$ cat src/rtl/pdn_pkg.sv
package pdn_pkg;
  typedef enum logic [1:0] {
    ST_RUN    = 2'd0,
    ST_DOWN   = 2'd1,
    ST_SETTLE = 2'd2
  } pd_state_e;

  localparam int unsigned REG_W    = 11;
  localparam int unsigned B_EXT    = 0;
  localparam int unsigned B_FAST   = 1;
  localparam int unsigned B_SLOW   = 2;
  localparam int unsigned B_DLY    = 3;
  localparam int unsigned B_IEN    = 4;
  localparam int unsigned B_FLAG   = 5;
  localparam int unsigned B_ARM    = 6;
  localparam int unsigned B_PDA    = 7;
  localparam int unsigned B_EXTOK  = 8;
  localparam int unsigned B_FASTOK = 9;
  localparam int unsigned B_SLOWOK = 10;

  localparam logic [1:0] SRC_EXT  = 2'b00;
  localparam logic [1:0] SRC_SLOW = 2'b01;
  localparam logic [1:0] SRC_FAST = 2'b11;

  typedef struct packed {
    logic arm;
    logic ien;
    logic dly;
    logic slow;
    logic fast;
    logic ext;
  } pd_ctl_t;
endpackage

$ cat src/rtl/pdn_regs.sv
module pdn_regs
  import pdn_pkg::*;
(
  input  logic             clk,
  input  logic             rst_n,
  input  logic             wr_en,
  input  logic             unlock,
  input  logic [REG_W-1:0] wr_data,
  input  logic             wake_hit,
  output pd_ctl_t          ctl,
  output logic             flag
);
  logic prot_wr;
  assign prot_wr = wr_en && unlock;

  always_ff @(posedge clk or negedge rst_n) begin
    if (!rst_n) begin
      ctl  <= '0;
      flag <= 1'b0;
    end else begin
      if (prot_wr) begin
        ctl.ext  <= wr_data[B_EXT];
        ctl.fast <= wr_data[B_FAST];
        ctl.slow <= wr_data[B_SLOW];
        ctl.dly  <= wr_data[B_DLY];
        ctl.ien  <= wr_data[B_IEN];
        ctl.arm  <= wr_data[B_ARM];
      end
      if (wake_hit) ctl.arm <= 1'b0;
      if (wake_hit) flag <= 1'b1;
      else if (wr_en && wr_data[B_FLAG]) flag <= 1'b0;
    end
  end
endmodule

$ cat src/rtl/pdn_wake_timer.sv
module pdn_wake_timer #(
  parameter int unsigned CW = 13
) (
  input  logic          clk,
  input  logic          rst_n,
  input  logic          start,
  input  logic          run,
  input  logic          tick,
  input  logic [CW-1:0] lim,
  output logic          done
);
  logic [CW-1:0] cnt;

  always_ff @(posedge clk or negedge rst_n) begin
    if (!rst_n)               cnt <= '0;
    else if (start)           cnt <= '0;
    else if (run && tick)     cnt <= cnt + CW'(1);
  end

  assign done = run && tick && !start && (cnt == lim - CW'(1));
endmodule

$ cat src/rtl/pdn_fsm.sv
module pdn_fsm
  import pdn_pkg::*;
#(
  parameter int unsigned EXT_DLY  = 4096,
  parameter int unsigned FAST_DLY = 256
) (
  input  logic      clk,
  input  logic      rst_n,
  input  logic      sleep_req,
  input  logic      wake_evt,
  input  logic      src_tick,
  input  logic [1:0] sys_src,
  input  logic      arm,
  input  logic      dly_en,
  output pd_state_e state,
  output logic      wake_hit
);
  localparam int unsigned MAXD = (EXT_DLY > FAST_DLY) ? EXT_DLY : FAST_DLY;
  localparam int unsigned CW   = $clog2(MAXD + 1);
  localparam logic [CW-1:0] EXT_L  = CW'(EXT_DLY);
  localparam logic [CW-1:0] FAST_L = CW'(FAST_DLY);

  pd_state_e     state_nx;
  logic [CW-1:0] lim_q;
  logic          need_wait;
  logic          cnt_done;

  assign need_wait = dly_en && (sys_src == SRC_EXT || sys_src == SRC_FAST);
  assign wake_hit  = wake_evt && (state != ST_RUN);

  always_comb begin
    state_nx = state;
    case (state)
      ST_RUN:    if (sleep_req && arm) state_nx = ST_DOWN;
      ST_DOWN:   if (wake_evt) state_nx = need_wait ? ST_SETTLE : ST_RUN;
      ST_SETTLE: begin
        if (wake_evt)      state_nx = need_wait ? ST_SETTLE : ST_RUN;
        else if (cnt_done) state_nx = ST_RUN;
      end
      default:   state_nx = ST_RUN;
    endcase
  end

  always_ff @(posedge clk or negedge rst_n) begin
    if (!rst_n) begin
      state <= ST_RUN;
      lim_q <= FAST_L;
    end else begin
      state <= state_nx;
      if (wake_hit) lim_q <= (sys_src == SRC_EXT) ? EXT_L : FAST_L;
    end
  end

  pdn_wake_timer #(.CW(CW)) u_timer (
    .clk   (clk),
    .rst_n (rst_n),
    .start (wake_hit),
    .run   (state == ST_SETTLE),
    .tick  (src_tick),
    .lim   (lim_q),
    .done  (cnt_done)
  );
endmodule

$ cat src/rtl/pdn_seq.sv
module pdn_seq
  import pdn_pkg::*;
#(
  parameter int unsigned EXT_DLY  = 4096,
  parameter int unsigned FAST_DLY = 256
) (
  input  logic        clk,
  input  logic        rst_n,
  input  logic        wr_en,
  input  logic [10:0] wr_data,
  input  logic        unlock,
  output logic [10:0] rd_data,
  input  logic        sleep_req,
  input  logic        wake_evt,
  input  logic        src_tick,
  input  logic [1:0]  sys_src,
  input  logic        ext_stable,
  input  logic        fast_stable,
  input  logic        slow_stable,
  output logic        ext_clk_en,
  output logic        fast_osc_en,
  output logic        slow_osc_en,
  output logic        sys_clk_en,
  output logic        pd_active,
  output logic        wake_irq
);
  pd_ctl_t   ctl;
  logic      flag;
  logic      wake_hit;
  pd_state_e state;

  pdn_regs u_regs (
    .clk      (clk),
    .rst_n    (rst_n),
    .wr_en    (wr_en),
    .unlock   (unlock),
    .wr_data  (wr_data),
    .wake_hit (wake_hit),
    .ctl      (ctl),
    .flag     (flag)
  );

  pdn_fsm #(.EXT_DLY(EXT_DLY), .FAST_DLY(FAST_DLY)) u_fsm (
    .clk       (clk),
    .rst_n     (rst_n),
    .sleep_req (sleep_req),
    .wake_evt  (wake_evt),
    .src_tick  (src_tick),
    .sys_src   (sys_src),
    .arm       (ctl.arm),
    .dly_en    (ctl.dly),
    .state     (state),
    .wake_hit  (wake_hit)
  );

  assign pd_active   = (state == ST_DOWN);
  assign sys_clk_en  = (state == ST_RUN);
  assign ext_clk_en  = ctl.ext  && !pd_active;
  assign fast_osc_en = ctl.fast && !pd_active;
  assign slow_osc_en = ctl.slow;
  assign wake_irq    = flag && ctl.ien;

  always_comb begin
    rd_data           = '0;
    rd_data[B_EXT]    = ctl.ext;
    rd_data[B_FAST]   = ctl.fast;
    rd_data[B_SLOW]   = ctl.slow;
    rd_data[B_DLY]    = ctl.dly;
    rd_data[B_IEN]    = ctl.ien;
    rd_data[B_FLAG]   = flag;
    rd_data[B_ARM]    = ctl.arm;
    rd_data[B_PDA]    = pd_active;
    rd_data[B_EXTOK]  = ext_stable  && ext_clk_en;
    rd_data[B_FASTOK] = fast_stable && fast_osc_en;
    rd_data[B_SLOWOK] = slow_stable && slow_osc_en;
  end
endmodule

$ cat config.mk
export PLATFORM = sky130hd
export DESIGN_NAME = pdn_seq
export DESIGN_NICKNAME = d
export VERILOG_FILES = /design/src/rtl/pdn_pkg.sv /design/src/rtl/pdn_regs.sv /design/src/rtl/pdn_wake_timer.sv /design/src/rtl/pdn_fsm.sv /design/src/rtl/pdn_seq.sv
export SDC_FILE = /design/constraint.sdc
export NUM_CORES = 1
export LEC_CHECK = 0
export ABC_AREA = 1
export ABC_CLOCK_PERIOD_IN_PS = 1470
export BUFFER_PORTS_ARGS = -buffer_cell sky130_fd_sc_hd__buf_4
export CORE_MARGIN = 10
export CORE_UTILIZATION = 37
export CTS_BUF_LIST = sky130_fd_sc_hd__clkbuf_16
export CTS_CLUSTER_DIAMETER = 30
export DETAILED_ROUTE_END_ITERATION = 16
export REMOVE_ABC_BUFFERS = 1
export SLEW_MARGIN = 20
export SYNTH_ARGS = -nofsm -noshare
export SYNTH_HDL_FRONTEND = slang
export SYNTH_SLANG_ARGS = --single-unit
$ cat constraint.sdc
create_clock -name clk -period 1.47 [get_ports clk]
set_input_delay 0.147 -clock clk [delete_from_list [all_inputs] [get_ports clk]]
set_output_delay 0.147 -clock clk [all_outputs]
set_load 0.02 [all_outputs]
After elaboration in Yosys (flattened, before gate mapping)
Cells that the tools add are included.
Operators by class
  mux-type cells: 13
  equal/unequal tests: 7
  reductions and logical operators: 24
  add/subtract/negate cells: 2
Operators with widths (number)
  2-to-1 mux 13 bit: 3
  logical AND 1 bit: 14
  adder 13 x 1 -> 13 bit, second input constant: 1
  equality test 13 bit: 1
  subtractor 13 x 1 -> 13 bit, second input constant: 1
  2-to-1 mux 2 bit: 5
  nonzero test 2 bit: 4
  2-to-1 mux 6 bit: 1
  one-hot mux 2 bit (3 select lines): 1
  equality test 2 bit, second input constant: 2
  zero test 2 bit: 2
  2-to-1 mux 1 bit: 3
  != test 3 x 2 -> 1 bit, second input constant: 1
  AND reduction 3 bit: 1
  equality test 2 x 1 -> 1 bit, second input constant: 1
  zero test 1 bit: 2
  != test 2 x 1 -> 1 bit, second input constant: 1
  != test 2 bit, second input constant: 1
  logical OR 1 bit: 1
Word-level totals
  register bits after elaboration: 35
  word-level logic and storage cells: 56
  output and inout port bits: 17

Logic depth before layout (Yosys ltp)
  depth after elaboration: 8
  mapped depth: 10

By module
Synthesis repeated with hierarchy kept, for this count alone.
Second synthesis, totals
  cell total of the unflattened synthesis: 294
  area, all modules: 1900.6 um^2
By module, submodules not included
  pdn_wake_timer: area an instance 1271.2 um^2, cells each 209, seq. area each 325.3 um^2, instances 1
  pdn_regs: area an instance 284.0 um^2, cells each 31, seq. area each 175.2 um^2, instances 1
  pdn_fsm: area an instance 250.2 um^2, cells each 35, seq. area each 101.3 um^2, instances 1
  pdn_seq: area an instance 95.1 um^2, cells each 19, seq. area each 0.0 um^2, instances 1

Worst setup path after synthesis
Ideal clock, no wire load.
  kind: flip-flop to flip-flop
  start: register u_fsm.state[1]
  end: register u_fsm.state[0]
  cell stages (with the launch flop): 7
  path slack: 0.034 ns
  path buffers: 0
  data arrival time: 1.318 ns
  cells stage by stage: dfrtp_1 -> nor2_1 -> nand2_1 -> nand2_1 -> inv_1 -> nand3_1 -> nand2_1
On the way
  elaborated cells between the ends (all ways): 14
RTL lines
  start, declared: line pdn_fsm.sv:15  | output pd_state_e state,
  start signal, assigned: line pdn_fsm.sv:49  | state <= state_nx;
  equality test 2 x 1 -> 1 bit *
  via pd_active: line pdn_seq.sv:24  | output logic pd_active,
  != test 2 bit (no source line)
  AND reduction 3 bit (no source line)
Mark *: on every way through the listed nets, which the timed path passes. The rest lies on a longest branch.
A chain may end at the register's enable or synchronous reset.

Final worst setup path
  start: register u_fsm.state[0]
  end: output rd_data[8]
On the way
  word-level cells in the longest chain between the ends: 4
Ends and longest elaborated chain
  equality test 2 x 1 -> 1 bit: line pdn_seq.sv:56  | assign pd_active = (state == ST_DOWN);
  zero test 1 bit: line pdn_seq.sv:58  | assign ext_clk_en = ctl.ext && !pd_active;
  logical AND 1 bit: line pdn_seq.sv:58
  logical AND 1 bit: line pdn_seq.sv:73  | rd_data[B_EXTOK] = ext_stable && ext_clk_en;
  end, declared: line pdn_seq.sv:12  | output logic [10:0] rd_data,
No other way between the ends.

==> impl_results.md <==
* DR DRC count at 0
* First-pass GRT wire length at 5590 µm
* Finished Cell Area at 1720 µm²
* Critical Path AT at 1.30 ns
* Post-synthesis cell type count at 23
* Highest metal used: met4
* Area of the multi-input gates at 559 µm²
* Largest net degree at the start of global routing at 25
* Detailed Route Iter0 Violations at 38
* Combinational Power Share at 37.5%
* CP startpoint: u_fsm.state[0]
* Clock Skew at 0.00267 ns
* Row Count at 21
* CTS Sinks at 24
* Clock buffer depth at 2
* Most frequent cells in the layout: nand2_1, buf_4, inv_1
* Initial antenna violation count at 0
* Post-Syn Instances at 178
* Area of the core at 3390 µm²
* Slew Limit Fails at 0
* Vias per cell at 4.56
* Power share of the clock group at 25.5%
* Grt ovf at 0
* Clock transition at path regs at 0.06 ns
* Final WL at 2970 µm
* CP Launch Type: register
* Routed wl met2 at 1350 µm
* Die width at 79.8 µm
* Hold Vio Cnt, Final at 0
* Final worst path period share at 98.2%
* Met3 routed WL at 284 µm
* Worst setup margin at 0.0258 ns
* PwrDens at 1340 nW/µm²
* Clock root cell: clkbuf_16
* Clock insertion delay at the later pin of the skew report at 0.26 ns
* Final setup vio count at 0
* Area added between synthesis and finish at 30.1%
* Fill cell count at 332
* Worst Path Required at 1.32 ns
* Max-cap violations at 0
* IO Count at 40
* CP Capture Type: primary output
* FMAX at 0.692 GHz
* First-pass iteration count of the detailed router at 4
* Layout cells sized above 1 at 23.5%
* Antenna-violating nets left at 0
* Sequential cell area at 602 µm²
* Least-Margin Pin Slew at 0.344 ns
* Post-DP HPWL at 2390 µm
* Register area share after synthesis at 45.5%
* Vias in the first global route at 1356
* Vias at 1200
* Synthesized flop and latch total at 24
* Syn avg cell area at 7.43 µm²
* Reg-to-Reg End: u_fsm.u_timer.cnt[12]
* Dpl ws at 0.103 ns
* Crit path kind: register to primary output
* DIE HEIGHT at 79.8 µm
* Worst Hold Class: input port to register
* Internal at 1.49 mW
* DR WL/cell at 11.3 µm
* CTS Buf Count at 3
* FF-to-FF path depth at 8
* CTS tree: done
* Worst flop-to-flop path startpoint: u_fsm.u_timer.cnt[0]
* RSZ-0062 raised after global routing: true
* Antenna diodes at 0
* Commonest non-fill, non-tap cell in the layout: nand2_1
* Met1 wire length at 1300 µm
* Maximum VDD drop at 604 µV
* Sw frac at 35.5%
* Starting density of the core at 39.0%
* Worst Setup EP: rd_data[8]
* # nets final at 243
* H-tree depth at 1
* Placed cell area at 1620 µm²
* R2r setup slk at 0.13 ns
* Final RePlAce weighted congestion at 0.771
* GRT Resource Usage Total at 10.8%
* I/O Buffers at 35
* Synth warnings at 0
* Leakage power at 0.941 nW
* NetSw at 0.820 mW
* Status: complete, no violations
* Die area at 6370 µm²
* Flop pwr share at 37.0%
* Minimum clock period at 1.44 ns
* Synth Cell Area at 1320 µm²
* Worst rel slew slack at 76.9%
* Crit Path Max Fanout at 8
-- worst min-delay path by stage --
stage               startpoint                    end  slack, ns  cells past startpoint
detailed placement       rst_n  u_fsm.u_timer.cnt[12]       0.07                      1
CTS                 wr_data[2]          u_regs.ctl[2]       0.08                      3
finish              wr_data[2]          u_regs.ctl[2]       0.08                      3
floorplan                rst_n        u_fsm.lim_q[12]      -0.15                      0
global route        wr_data[4]          u_regs.ctl[4]        0.1                      3
global placement         rst_n        u_fsm.lim_q[12]       0.07                      1
-- synth_stat cells --
library cell | number | share of area [%]
buf_4 | 5 | 2.8
nor3b_1 | 2 | 1.1
nand2_2 | 1 | 0.47
a32o_1 | 1 | 0.76
o21a_1 | 2 | 1.1
nand3_1 | 5 | 1.9
nor2_4 | 2 | 1.7
ha_1 | 2 | 1.9
buf_6 | 1 | 0.85
nand2_1 | 57 | 16
nor3_1 | 1 | 0.38
a21oi_1 | 7 | 2.6
o21ai_0 | 11 | 4.2
nor4_1 | 1 | 0.47
nand3_4 | 1 | 1.3
dfrtp_1 | 23 | 44
inv_2 | 1 | 0.28
a22oi_1 | 1 | 0.57
o211ai_1 | 1 | 0.57
nor2_1 | 22 | 6.2
dfstp_2 | 1 | 2.0
nand3_2 | 1 | 0.76
inv_1 | 29 | 8.2
-- kinds of logic (layout without fill, tap and decap cells) --
family | count (synthesis) | after routing | share of synthesized area, %
and+or+nand+nor | 93 | 93 | 30.6
buffers and inverters | 36 | 75 | 12.2
DFF | 24 | 24 | 45.5
AOI/OAI and AO/OA | 23 | 23 | 9.84
adders and majority gates | 2 | 2 | 1.89
-- area by class of cell --
type | count | share of cell area, %
clock buffer | 3 | 4.36
clock inverter | 1 | 0.218
inverter | 30 | 6.55
multi-input combinational | 118 | 32.5
sequential | 24 | 35.0
tap | 46 | 3.35
timing repair buffer | 41 | 18.0
-- state kept, by name, indices dropped and copies added (netlist names) --
register / count
u_regs.flag: 1
u_regs.ctl: 6
u_fsm.lim_q: 2
u_fsm.u_timer.cnt: 13
u_fsm.state: 2
-- power groups by stage --
stage	combinational [mW]	clock, mW	sequential, mW
after global routing	0.989	0.642	0.873
final	0.867	0.591	0.855
after global placement	0.865	0	0.860
after CTS	0.885	0.609	0.857
after floorplan	0.444	0	0.901
after detailed placement	0.882	0	0.862
-- critical path, stage by stage (launching register included) --
cell,delay [ns]
dfrtp_1,0.37
inv_2,0.09
nor2_1,0.05
buf_4,0.16
nor3b_1,0.19
buf_4,0.17
-- stage by stage --
step	setup TNS, ns	power (mW)	instances	util (%)	hold WS [ns]
2_1_floorplan	-0.716	1.35	172	-	-0.149
3_3_place_gp	0	1.72	256	47.7	0.0651
3_5_place_dp	0	1.74	256	47.7	0.0684
4_1_cts	0	2.35	261	50.3	0.0801
5_1_grt	-0.0639	2.50	263	50.8	0.0956
6_report	0	2.31	263	50.8	0.0840
-- timing repair --
item / in CTS / in global routing
hold endpoints to repair: 23 / 0
resized for setup: 1 / 1
buffers inserted: 0 / 2
cloned: 0 / 0
endpoints found under the setup margin: 2 / 3
hold buffers: 1 / 0
pin swaps: 0 / 1
-- layer usage --
metal,vias to the layer above,GRT usage (%)
met5,-,0
met4,0,3.70
met3,5,5.63
met2,32,18.0
met1,540,11.4
li1,623,-
No activity file was read; power rests on OpenSTA's default activity.
